File: src/rtl/ehm_pkg.sv
package ehm_pkg;
    typedef enum logic [1:0] {
        SRC_DIGITAL  = 2'b00,
        SRC_CARRIER1 = 2'b01,
        SRC_MONO     = 2'b10
    } src_e;
endpackage

File: src/rtl/ehm_window.sv
module ehm_window #(
    parameter int TICK_DIV  = 18432,
    parameter int WIN_TICKS = 128
) (
    input  logic clk,
    input  logic rst_n,
    output logic win_end
);
    localparam int PW = (TICK_DIV > 1) ? $clog2(TICK_DIV) : 1;
    localparam int WW = (WIN_TICKS > 1) ? $clog2(WIN_TICKS) : 1;
    localparam logic [PW-1:0] PRE_LAST = PW'(TICK_DIV - 1);
    localparam logic [WW-1:0] WIN_LAST = WW'(WIN_TICKS - 1);

    typedef struct packed {
        logic [PW-1:0] pre;
        logic [WW-1:0] win;
    } win_st_t;

    win_st_t st_d, st_q;
    logic    tick;

    always_comb begin
        st_d    = st_q;
        tick    = (st_q.pre == PRE_LAST);
        win_end = tick && (st_q.win == WIN_LAST);
        if (tick) begin
            st_d.pre = '0;
            st_d.win = win_end ? '0 : st_q.win + 1'b1;
        end else begin
            st_d.pre = st_q.pre + 1'b1;
        end
    end

    always_ff @(posedge clk) begin
        if (!rst_n) st_q <= '0;
        else        st_q <= st_d;
    end
endmodule

File: src/rtl/ehm_err_count.sv
module ehm_err_count #(
    parameter int CW = 8
) (
    input  logic          clk,
    input  logic          rst_n,
    input  logic          err_pulse,
    input  logic          win_end,
    output logic [CW-1:0] cnt_fin,
    output logic [CW-1:0] err_byte
);
    localparam logic [CW-1:0] CNT_MAX = {CW{1'b1}};

    typedef struct packed {
        logic [CW-1:0] run;
        logic [CW-1:0] pub;
    } cnt_st_t;

    cnt_st_t st_d, st_q;

    always_comb begin
        st_d    = st_q;
        cnt_fin = (st_q.run == CNT_MAX) ? CNT_MAX : st_q.run + CW'(err_pulse);
        if (win_end) begin
            st_d.pub = cnt_fin;
            st_d.run = '0;
        end else begin
            st_d.run = cnt_fin;
        end
    end

    always_ff @(posedge clk) begin
        if (!rst_n) st_q <= '0;
        else        st_q <= st_d;
    end

    assign err_byte = st_q.pub;
endmodule

File: src/rtl/ehm_hyst.sv
module ehm_hyst #(
    parameter int CW = 8
) (
    input  logic          clk,
    input  logic          rst_n,
    input  logic          win_end,
    input  logic [CW-1:0] cnt_fin,
    input  logic [CW-1:0] lim_hi,
    input  logic [CW-1:0] lim_lo,
    output logic          fb_q
);
    typedef struct packed {
        logic fb;
    } hy_st_t;

    hy_st_t st_d, st_q;

    always_comb begin
        st_d = st_q;
        if (win_end) begin
            if (cnt_fin > lim_hi)      st_d.fb = 1'b1;
            else if (cnt_fin < lim_lo) st_d.fb = 1'b0;
        end
    end

    always_ff @(posedge clk) begin
        if (!rst_n) st_q <= '{fb: 1'b1};
        else        st_q <= st_d;
    end

    assign fb_q = st_q.fb;
endmodule

File: src/rtl/err_hyst_mute.sv
module err_hyst_mute #(
    parameter int TICK_DIV  = 18432,
    parameter int WIN_TICKS = 128,
    parameter int CW        = 8
) (
    input  logic          clk,
    input  logic          rst_n,
    input  logic          err_pulse,
    input  logic          nic_present,
    input  logic          auto_bypass,
    input  logic          alt_mono_sel,
    input  logic [CW-1:0] lim_hi,
    input  logic [CW-1:0] lim_lo,
    output logic [1:0]    src_sel,
    output logic [CW-1:0] err_byte,
    output logic          muted
);
    import ehm_pkg::*;

    logic          win_end;
    logic [CW-1:0] cnt_fin;
    logic          fb_q;
    src_e          src_d;

    ehm_window #(.TICK_DIV(TICK_DIV), .WIN_TICKS(WIN_TICKS)) u_win (
        .clk(clk), .rst_n(rst_n), .win_end(win_end)
    );

    ehm_err_count #(.CW(CW)) u_cnt (
        .clk(clk), .rst_n(rst_n), .err_pulse(err_pulse), .win_end(win_end),
        .cnt_fin(cnt_fin), .err_byte(err_byte)
    );

    ehm_hyst #(.CW(CW)) u_hys (
        .clk(clk), .rst_n(rst_n), .win_end(win_end), .cnt_fin(cnt_fin),
        .lim_hi(lim_hi), .lim_lo(lim_lo), .fb_q(fb_q)
    );

    always_comb begin
        if (!nic_present)          src_d = SRC_CARRIER1;
        else if (auto_bypass)      src_d = SRC_DIGITAL;
        else if (!fb_q)            src_d = SRC_DIGITAL;
        else if (alt_mono_sel)     src_d = SRC_MONO;
        else                       src_d = SRC_CARRIER1;
        muted = nic_present && !auto_bypass && fb_q;
    end

    assign src_sel = src_d;
endmodule

File: config.mk
export PLATFORM = sky130hd
export DESIGN_NAME = err_hyst_mute
export DESIGN_NICKNAME = d
export VERILOG_FILES = /design/src/rtl/ehm_pkg.sv /design/src/rtl/ehm_window.sv /design/src/rtl/ehm_err_count.sv /design/src/rtl/ehm_hyst.sv /design/src/rtl/err_hyst_mute.sv
export SDC_FILE = /design/constraint.sdc
export NUM_CORES = 1
export LEC_CHECK = 0
export BUFFER_PORTS_ARGS = -buffer_cell sky130_fd_sc_hd__clkbuf_2
export CAP_MARGIN = 15
export CORE_UTILIZATION = 36
export CTS_BUF_LIST = sky130_fd_sc_hd__clkbuf_4 sky130_fd_sc_hd__clkbuf_8
export DETAILED_ROUTE_END_ITERATION = 16
export PLACE_DENSITY_LB_ADDON = 0.3
export SLEW_MARGIN = 10
export SYNTH_ARGS = -nofsm -noshare
export SYNTH_HDL_FRONTEND = slang
export SYNTH_SLANG_ARGS = --single-unit
File: constraint.sdc
create_clock -name clk -period 3.25 [get_ports clk]
set_input_delay 0.4875 -clock clk [delete_from_list [all_inputs] [get_ports clk]]
set_output_delay 0.4875 -clock clk [all_outputs]
set_load 0.02 [all_outputs]
==> run summary <==
largest area contributor in the netlist: dfxtp_1
outcome: completed
Setup TNS: 0 ns
Max-Cap Viols: 0
mux share of post-synthesis cell area: 4.622%
largest cells by area after synthesis: dfxtp_1 (36%), ha_1 (11%), mux2i_1 (4.6%), xor2_1 (4.4%), nor2_1 (3.6%)
Starting Density: 38.39%
worst-skew pair later-pin latency: 0.28 ns
Final nets: 313
share of layout cells above drive strength 1: 17.22%
Tightest Pin Transition: 0.4730 ns
drt drc: 0
xor-xnor portion of the synthesized cell area: 6.875%
Reg clk slew, reported paths: 0.07 ns
critical path startpoint category: flip-flop
Critical Path Sink Type: flip-flop
ys async rst share: 0%
vias in the first global route: 1638
pre-CTS WS: 0.5232 ns
ratio of final minimum period to clock period: 75.47%
#FFs+latches synth: 39
Slew Viols, Final: 0
die area: 6331 µm²
# fillers: 572
Core Box Area: 5642 µm²
initial antenna violation count: 0
first drt pass iteration count: 4
Yosys top cell area share: 36.05%
synthesized net count: 287
Setup crit end: u_hys.fb_q$_SDFFE_PN1P_
Synth Area in Adders: 10.98%
Synth warnings: 0
num ports: 33
via count: 1683
wire per inst: 11.45 µm
Post-CTS Setup Bufs: 0
worst r2r dst: u_hys.fb_q$_SDFFE_PN1P_
synth-to-layout area growth: 13.17%
die width: 79.57 µm
count of cell types in the netlist: 37
Gate Count Post-Synth: 246
VDD IR max: 0.2321 mV
Reg2Reg Depth: 9
synthesized area: 2166 µm²
DP Wirelength: 3.022 mm
f_max: 0.4077 GHz
area of the multi-input gates: 1220 µm²
Ant. Diodes: 0
flop2flop setup slack: 0.80 ns
depth of the CTS H-tree: 2
first-pass GRT wire length: 7.072 mm
# resized after CTS: 0
PortBufs: 32
hold violation total from the final report: 0
Crit Path Max Fanout: 4
Seq/Total Area, Yosys: 36.05%
Placer Congestion: 0.7740
most common cell in the netlist: dfxtp_1
Synth top cells by count: dfxtp_1 (39), nor2_1 (21), inv_1 (20)
Power Density: 395.5 nW/µm²
unrepaired setup endpoints after global routing: false
GRT Overall Usage: 14.39%
Die Height: 79.57 µm
grt ovf: 0
CTS tree: yes
post-route antenna net violation count: 0
flip-flop and latch area: 780.7 µm²
Post-synth EDFFs: 0
initial drt markers: 66
pin count of the biggest net entering global routing: 22
clk_skew: 0.005032 ns
setup ws final: 0.7972 ns
final wirelength: 3.951 mm
post-route insts no fill: 345
CTS buffer count: 5
final setup violation count: 0
CTS Hold Bufs: 0
FP Rows: 27
leakage: 1.174 nW
clk sinks: 39
worst reg2reg startpoint: u_cnt.st_q[8]$_SDFF_PP0_
required time of the critical path: 3.40 ns
Post-Synth Simple-Gate Area: 25.01%
max_slew headroom: 68.47%
crit path launch: u_cnt.st_q[8]$_SDFF_PP0_
hold path cells: 1
DP Cell Count: 337
Top FF cell, synth: dfxtp_1
Mapped Avg Cell Area: 8.804 µm²
main combinational cell family by area after synthesis: simple AND/OR/NAND/NOR gates
area fraction in compound gates after synthesis: 8.839%
Longest Clk Path Bufs: 2
critical path arrival: 2.60 ns
hold crit path type: reg -> reg
Via density: 4.878
Crit Path Class: reg -> reg
CTS Root Cell: clkbuf_8
Final min period: 2.453 ns
[per-stage QoR]
step           area [µm²]  utilization [%]  power [mW]  hold slack [ns]
2_1_floorplan        2166                -      0.5451           0.4297
3_3_place_gp         2333            41.36      0.5713           0.4514
3_5_place_dp         2333            41.36      0.5734           0.4510
4_1_cts              2451            43.45      0.9863           0.4693
5_1_grt              2451            43.45       1.018           0.5228
6_report             2451            43.45      0.9693           0.4634
[layout make-up]
| class | instances | area share, % |
|---|---|---|
| flip-flops and latches | 39 | 31.85 |
| well taps | 72 | 3.675 |
| clock inverters | 2 | 1.429 |
| multi-input cells | 173 | 49.77 |
| repair buffers | 33 | 6.840 |
| inverters | 20 | 3.063 |
| clock buffers | 6 | 3.369 |
[state kept, by name, summed over array words and instances, names as in the netlist]
name,cells
u_cnt.st_q,8
u_cnt.err_byte,8
u_hys.fb_q,1
u_win.st_q,22
[report_power, final]
part           leakage (nW)  total (mW)  internal (mW)  switching (mW)
clock                0.0612       0.408          0.248           0.159
sequential            0.315       0.490          0.483         0.00632
combinational         0.797      0.0721         0.0323          0.0398
total                  1.17       0.969          0.764           0.205
[placed cells by master (no fill, tap or decap), types with 2 or more instances in the layout]
cell / count
a211oi_1: 3
a21oi_1: 14
a31oi_1: 3
and2_1: 4
and3_1: 6
and4_1: 2
clkbuf_2: 32
clkbuf_8: 6
dfxtp_1: 39
ha_1: 19
inv_1: 20
mux2i_1: 10
nand2_1: 15
nand2b_1: 3
nand3_1: 10
nand4_1: 11
nor2_1: 21
nor2b_1: 10
nor3_1: 2
o21ai_0: 5
or2_2: 2
or3_1: 4
xnor2_1: 6
xor2_1: 11
[per-layer routing]
metal / up-vias / global-route usage (%) / wire length [µm]
li1: 893 / - / -
met1: 765 / 17.81 / 2010
met2: 21 / 23.93 / 1785
met3: 4 / 4.114 / 114
met4: 0 / 4.364 / 40
met5: - / 0 / 0
[how the worst min path moves through the flow]
stage                                         from  slack [ns]                  endpoint
after floorplan           u_win.st_q[7]$_SDFF_PP0_        0.43  u_win.st_q[7]$_SDFF_PP0_
after global placement    u_win.st_q[7]$_SDFF_PP0_        0.45  u_win.st_q[7]$_SDFF_PP0_
after detailed placement  u_win.st_q[7]$_SDFF_PP0_        0.45  u_win.st_q[7]$_SDFF_PP0_
after CTS                 u_win.st_q[7]$_SDFF_PP0_        0.47  u_win.st_q[7]$_SDFF_PP0_
after global routing      u_win.st_q[7]$_SDFF_PP0_        0.52  u_win.st_q[7]$_SDFF_PP0_
final                     u_win.st_q[7]$_SDFF_PP0_        0.46  u_win.st_q[7]$_SDFF_PP0_
[critical path, cell delays in order, from the launching register on]
cell	delay, ns
dfxtp_1	0.35
ha_1	0.22
nand2_1	0.09
nor3_1	0.23
mux2i_1	0.41
ha_1	0.33
a21oi_1	0.15
o21ai_0	0.11
o41ai_2	0.29
o311ai_1	0.14
[logic make-up after synthesis]
| family | count (synthesis) |
|---|---|
| mux | 10 |
| fa+ha+maj | 19 |
| buf+inv | 34 |
| simple gates | 96 |
| compound gates | 31 |
| flops | 39 |
| xor+xnor | 17 |
Note: power is estimated with default switching activity, not from simulation.
